==> src/rtl/prio_xbar_pkg.sv <==
package prio_xbar_pkg;

    localparam int NGRP = 8;
    // rank order: two-wire bus, SPI, UART, capture/compare, comparators,
    // timers, external interrupts, clock out
    localparam int GRP_W [NGRP] = '{2, 4, 2, 6, 2, 4, 2, 1};

    function automatic int grp_base(input int g);
        int s;
        s = 0;
        for (int i = 0; i < g; i++) s += GRP_W[i];
        return s;
    endfunction

    localparam int NSIG = grp_base(NGRP);

    function automatic int sig_grp(input int s);
        int r;
        r = 0;
        for (int i = 0; i < NGRP; i++)
            if (s >= grp_base(i)) r = i;
        return r;
    endfunction

endpackage

==> src/rtl/prio_xbar_alloc.sv <==
module prio_xbar_alloc
    import prio_xbar_pkg::*;
#(
    parameter int ROUTE_PINS = 24,
    parameter int PIX        = 5
) (
    input  logic                      xbar_en,
    input  logic [NGRP-1:0]           grp_en,
    output logic [NGRP-1:0]           granted,
    output logic [NGRP-1:0][PIX-1:0]  start
);

    // running sum over granted groups only
    always_comb begin
        int acc;
        acc = 0;
        for (int g = 0; g < NGRP; g++) begin
            start[g]   = PIX'(acc);
            granted[g] = xbar_en && grp_en[g] && (acc + GRP_W[g] <= ROUTE_PINS);
            if (granted[g]) acc += GRP_W[g];
        end
    end

    always_comb begin
        for (int g = 0; g < NGRP; g++)
            for (int h = g + 1; h < NGRP; h++)
                if (granted[g] && granted[h])
                    AST_NO_OVERLAP: assert (int'(start[h]) >= int'(start[g]) + GRP_W[g])
                        else $error("groups %0d and %0d overlap", g, h);
    end

    always_comb begin
        logic seen;
        seen = 1'b0;
        for (int g = 0; g < NGRP; g++) begin
            if (granted[g] && !seen)
                AST_PACK_FROM_ZERO: assert (start[g] == '0)
                    else $error("first granted group not at pin 0");
            if (granted[g]) seen = 1'b1;
        end
    end

endmodule

==> src/rtl/prio_xbar_pin_mux.sv <==
module prio_xbar_pin_mux
    import prio_xbar_pkg::*;
#(
    parameter int NPIN        = 32,
    parameter int PINNED_PINS = 32,
    parameter int PIX         = 5
) (
    input  logic                      xbar_en,
    input  logic [NSIG-1:0]           sig_ok,
    input  logic [NSIG-1:0][PIX-1:0]  sig_pin,
    input  logic [NSIG-1:0]           fn_out,
    input  logic [NSIG-1:0]           fn_oe,
    input  logic [NPIN-1:0]           gpio_out,
    input  logic [NPIN-1:0]           gpio_oe,
    output logic [NPIN-1:0]           pin_out,
    output logic [NPIN-1:0]           pin_oe
);

    for (genvar p = 0; p < NPIN; p++) begin : g_pin
        localparam logic PIN_LIVE = (p < PINNED_PINS);
        logic [NSIG-1:0] claim;

        always_comb
            for (int s = 0; s < NSIG; s++)
                claim[s] = sig_ok[s] && (sig_pin[s] == PIX'(p));

        always_comb begin
            if (|claim) begin
                pin_out[p] = |(claim & fn_out);
                pin_oe[p]  = |(claim & fn_oe);
            end else begin
                pin_out[p] = gpio_out[p];
                pin_oe[p]  = xbar_en & gpio_oe[p];
            end
            if (!PIN_LIVE) pin_oe[p] = 1'b0;
        end

        always_comb
            AST_ONE_OWNER: assert ($onehot0(claim))
                else $error("pin %0d claimed twice", p);
    end

endmodule

==> src/rtl/prio_xbar_in_route.sv <==
module prio_xbar_in_route
    import prio_xbar_pkg::*;
#(
    parameter int NPIN = 32,
    parameter int PIX  = 5
) (
    input  logic [NSIG-1:0]           sig_ok,
    input  logic [NSIG-1:0][PIX-1:0]  sig_pin,
    input  logic [NPIN-1:0]           pin_in,
    output logic [NSIG-1:0]           fn_in
);

    always_comb
        for (int s = 0; s < NSIG; s++)
            fn_in[s] = sig_ok[s] ? pin_in[sig_pin[s]] : 1'b1;

endmodule

==> src/rtl/prio_xbar.sv <==
module prio_xbar
    import prio_xbar_pkg::*;
#(
    parameter int PORT_W       = 8,
    parameter int NPORT        = 4,
    parameter int ROUTE_PORTS  = 3,
    parameter int PORTS_PINNED = 4
) (
    input  logic                      xbar_en,
    input  logic [NGRP-1:0]           grp_en,
    input  logic [NSIG-1:0]           fn_out,
    input  logic [NSIG-1:0]           fn_oe,
    output logic [NSIG-1:0]           fn_in,
    input  logic [NPORT*PORT_W-1:0]   gpio_out,
    input  logic [NPORT*PORT_W-1:0]   gpio_oe,
    input  logic [NPORT*PORT_W-1:0]   pin_in,
    output logic [NPORT*PORT_W-1:0]   pin_out,
    output logic [NPORT*PORT_W-1:0]   pin_oe,
    output logic [NPORT*PORT_W-1:0]   port_rd
);

    localparam int NPIN        = NPORT * PORT_W;
    localparam int PIX         = $clog2(NPIN);
    localparam int ROUTE_SPAN  = ROUTE_PORTS * PORT_W;
    localparam int ROUTE_PINS  = ((PORTS_PINNED < ROUTE_PORTS) ? PORTS_PINNED : ROUTE_PORTS) * PORT_W;
    localparam int PINNED_PINS = PORTS_PINNED * PORT_W;
    localparam logic [NPIN-1:0] PIN_MASK = NPIN'((64'(1) << PINNED_PINS) - 64'(1));

    logic [NGRP-1:0]           granted;
    logic [NGRP-1:0][PIX-1:0]  start;
    logic [NSIG-1:0]           sig_ok;
    logic [NSIG-1:0][PIX-1:0]  sig_pin;

    prio_xbar_alloc #(.ROUTE_PINS(ROUTE_PINS), .PIX(PIX)) u_alloc (
        .xbar_en (xbar_en),
        .grp_en  (grp_en),
        .granted (granted),
        .start   (start)
    );

    for (genvar s = 0; s < NSIG; s++) begin : g_sig
        localparam int G = sig_grp(s);
        localparam int K = s - grp_base(G);
        assign sig_ok[s]  = granted[G];
        assign sig_pin[s] = start[G] + PIX'(K);
    end

    prio_xbar_pin_mux #(.NPIN(NPIN), .PINNED_PINS(PINNED_PINS), .PIX(PIX)) u_mux (
        .xbar_en  (xbar_en),
        .sig_ok   (sig_ok),
        .sig_pin  (sig_pin),
        .fn_out   (fn_out),
        .fn_oe    (fn_oe),
        .gpio_out (gpio_out),
        .gpio_oe  (gpio_oe),
        .pin_out  (pin_out),
        .pin_oe   (pin_oe)
    );

    prio_xbar_in_route #(.NPIN(NPIN), .PIX(PIX)) u_in (
        .sig_ok  (sig_ok),
        .sig_pin (sig_pin),
        .pin_in  (pin_in),
        .fn_in   (fn_in)
    );

    assign port_rd = pin_in;

    always_comb begin
        AST_IDLE_NO_DRIVE: assert (xbar_en || pin_oe == '0)
            else $error("pin driven while crossbar off");
        AST_IDLE_INPUTS_HIGH: assert (xbar_en || &fn_in)
            else $error("function input low while crossbar off");
        AST_UNPINNED_QUIET: assert ((pin_oe & ~PIN_MASK) == '0)
            else $error("absent pin driven");
    end

    if (NPORT > ROUTE_PORTS) begin : g_fixed_port
        always_comb
            AST_PORT3_GPIO: assert (pin_out[NPIN-1:ROUTE_SPAN] == gpio_out[NPIN-1:ROUTE_SPAN])
                else $error("non-routed port taken by a function");
    end

endmodule

==> config.mk <==
export PLATFORM = sky130hd
export DESIGN_NAME = prio_xbar
export DESIGN_NICKNAME = d
export VERILOG_FILES = /design/src/rtl/prio_xbar_pkg.sv /design/src/rtl/prio_xbar_alloc.sv /design/src/rtl/prio_xbar_pin_mux.sv /design/src/rtl/prio_xbar_in_route.sv /design/src/rtl/prio_xbar.sv
export SDC_FILE = /design/constraint.sdc
export NUM_CORES = 1
export LEC_CHECK = 0
export ABC_AREA = 0
export BUFFER_PORTS_ARGS = -buffer_cell sky130_fd_sc_hd__buf_2
export CAP_MARGIN = 20
export CORE_MARGIN = 4
export CORE_UTILIZATION = 50
export DETAILED_ROUTE_END_ITERATION = 6
export PLACE_DENSITY = 0.92
export SLEW_MARGIN = 25
export SYNTH_ARGS = -nofsm -noshare
export SYNTH_HDL_FRONTEND = slang
export SYNTH_SLANG_ARGS = --single-unit
export TNS_END_PERCENT = 100
==> constraint.sdc <==
create_clock -name vclk -period 23.6
set_input_delay 4.72 -clock vclk [all_inputs]
set_output_delay 4.72 -clock vclk [all_outputs]
set_load 0.01 [all_outputs]
==> results.py <==
metrics = {
    "layout": {
        "seq_cells": 0,
        "stdcell_count": 1393,
        "diodes": 0,
        "seq_area_um2": 0,
        "final.fill_count": 1380,
        "multi_input_area_um2": 6400,
        "nets": 1384,
        "area_delta_synth_final_pct": 15.1,
        "nClkBuffers": 0,
        "drive_gt1_share_pct": 30.2,
    },
    "global_route": {
        "grt_start_max_net_pins": 58,
        "grt_pass1_wl_um": 52100,
        "grt_pass1_vias": 9424,
        "grtUsageTotal_pct": 39.4,
        "antenna_found_initial": 0,
        "grt-ovfl-total": 0,
    },
    "floorplan": {
        "die-height_um": 127,
        "start_util_pct": 50.8,
        "num_rows": 43,
        "dieArea_um2": 16000,
        "core_area_um2": 13800,
        "io_pins": 270,
        "dieWidth_um": 127,
    },
    "timing": {
        "hold_violations": 0,
        "timing.slew.headroom_pct": 40.0,
        "drv_slew": 0,
        "holdWs_ns": 9.67,
        "layout_setup_ws_ns": 4.21,
        "fin_crit_sh_pct": 82.2,
        "rsz0062_at_grt": "no",
        "finalSetupViolations": 0,
        "fin_tns_setup_ns": 0,
        "fmax_mhz": 51.6,
        "worstMarginPinSlew_ns": 0.897,
        "finalCriticalPeriod_ns": 19.39,
    },
    "detailed_routing": {
        "wirelength_um": 34300,
        "viasPerCell": 7.29,
        "first_pass_iters": 7,
        "wl_per_cell_um": 24.6,
        "postRouteAntennaNets": 0,
        "drt_iter0_drc": 1858,
        "num_vias": 10200,
        "drc": 25,
    },
    "logic_synthesis": {
        "synth_seq_area_share_pct": 0,
        "synth_common_cells": "196 x nand2_1, 98 x nor2_1, 53 x nand3_1, 49 x a221o_1, 45 x mux2i_1",
        "synth_area_leader_cell": "nand2_1",
        "synth_top_area_share_pct": 10.5,
        "synth.distinct_cells": 96,
        "yosys.cell_count.top_type": "nand2_1",
        "avgSynthCellArea_um2": 6.73,
        "syn-cell-area_um2": 7030,
        "ys_top_cells_by_area": "nand2_1 10%, a221o_1 7.0%, mux2i_1 6.4%",
        "syn-instance-count": 1045,
        "ys_warn_count": 0,
        "synth_nets": 1214,
    },
    "placed_design": {
        "io_buffers": 270,
        "placedCellCount": 1393,
        "dp_hpwl_um": 26100,
        "routabilityCongestion": 1.10,
        "place_ws_ns": 4.53,
    },
    "outcome": {
        "violations": "DRC",
        "status": "finished, violations left",
    },
    "worst_setup_path": {
        "critPathMaxFanout": 57,
        "critPathLaunchType": "input pin",
        "end_kind": "output pin",
        "arrival_ns": 14.67,
        "critPathTopFamily": "simple AND/OR/NAND/NOR gates",
        "path_buf_inv": 9,
        "slowest_stage": "inv_2",
        "cpPeakStageDelay_ns": 0.62,
        "required_ns": 18.88,
        "criticalPathCategory": "in -> out",
    },
    "cts": {
        "post_cts_resize_count": 0,
        "post_cts_buffers": 0,
        "hold_buffers": 0,
    },
    "worst_hold_path": {
        "whs_endpoint": "port_rd[22]",
        "min_path_type": "in -> out",
        "min_from": "pin_in[22]",
        "whs_path_depth": 2,
    },
    "power_and_ir_drop": {
        "power_mw": 0.231,
        "powerDensity_nw_per_um2": 28.5,
        "irDropWorstVdd_mv": 0.0142,
        "leakagePower_nw": 3.75,
    },
    "run": {
        "max_cap_violations": 0,
    },
}
[routing by layer]
layer	up-vias	GRT usage (%)	share of wire (%)	wire length, um
met1	4530	51.2	35	12100
met3	203	11.4	16	5480
li1	4394	-	-	-
met5	-	0	0	0
met2	1031	60.9	43	14700
met4	0	16.7	5.8	2000
[where the power goes]
| part | switching [mW] | total, mW | internal (mW) |
|---|---|---|---|
| Sequential | 0 | 0 | 0 |
| Combinational | 0.144 | 0.231 | 0.0863 |
| Clock | 0 | 0 | 0 |
| Total | 0.144 | 0.231 | 0.0863 |
[worst max path at each step]
stage / startpoint / endpoint / cells past startpoint
6_report: xbar_en / fn_in[22] / 37
5_1_grt: xbar_en / fn_in[22] / 37
4_1_cts: xbar_en / fn_in[22] / 37
3_5_place_dp: xbar_en / fn_in[22] / 37
3_3_place_gp: xbar_en / fn_in[22] / 37
2_1_floorplan: xbar_en / pin_oe[0] / 39
[area by class of cell]
cell class | instances | area share, %
Multi-Input combinational cell | 916 | 79.1
Timing Repair Buffer | 274 | 17.1
Tap cell | 180 | 2.78
Inverter | 23 | 1.07
[cell families after synthesis]
logic type / count (synthesis) / share of synthesized area, %
multiplexers: 78 / 14.6
AO/OA/AOI/OAI: 328 / 38.3
adder cells (fa/ha/maj): 18 / 3.20
XOR/XNOR: 5 / 0.836
buffers and inverters: 129 / 9.13
AND/OR/NAND/NOR: 487 / 33.9
[per-stage QoR]
| step | cell area, um^2 | util, % |
|---|---|---|
| global placement | 8080 | 58.4 |
| finish | 8090 | 58.5 |
| global route | 8090 | 58.5 |
| detailed placement | 8090 | 58.5 |
| floorplan | 7030 | - |
| CTS | 8090 | 58.5 |
[placed cells by master (no fill, tap or decap), types with 4 or more instances in the layout]
master    synthesis  routed
buf_2             9     270
nand2_1         196     196
nor2_1           98      98
nand3_1          53      53
a221o_1          49      49
mux2i_1          45      45
o21ai_0          35      35
a21oi_1          30      30
a222oi_1         28      28
a221oi_1         28      28
a22oi_1          27      27
nor3_1           22      22
inv_1            21      21
a22o_1           20      20
and3_1           18      18
mux4_2           18      18
ha_1             18      18
o211ai_1         16      16
o21ai_1          13      13
and2_1           13      13
mux2_2           13      13
or3_1            11      11
nand4_1          10      10
or4_1             8       8
nor2b_1           7       7
a211oi_1          7       7
nor4_2            7       7
nand2b_1          5       5
nor2_2            5       5
a31oi_1           5       5
o22ai_1           5       5
o221a_2           4       4
o21a_1            4       4
a21o_1            4       4
o211a_1           4       4
nor3_2            4       4
nor4_1            4       4
buf_4            35       4
(Power assumes the default switching activity.)
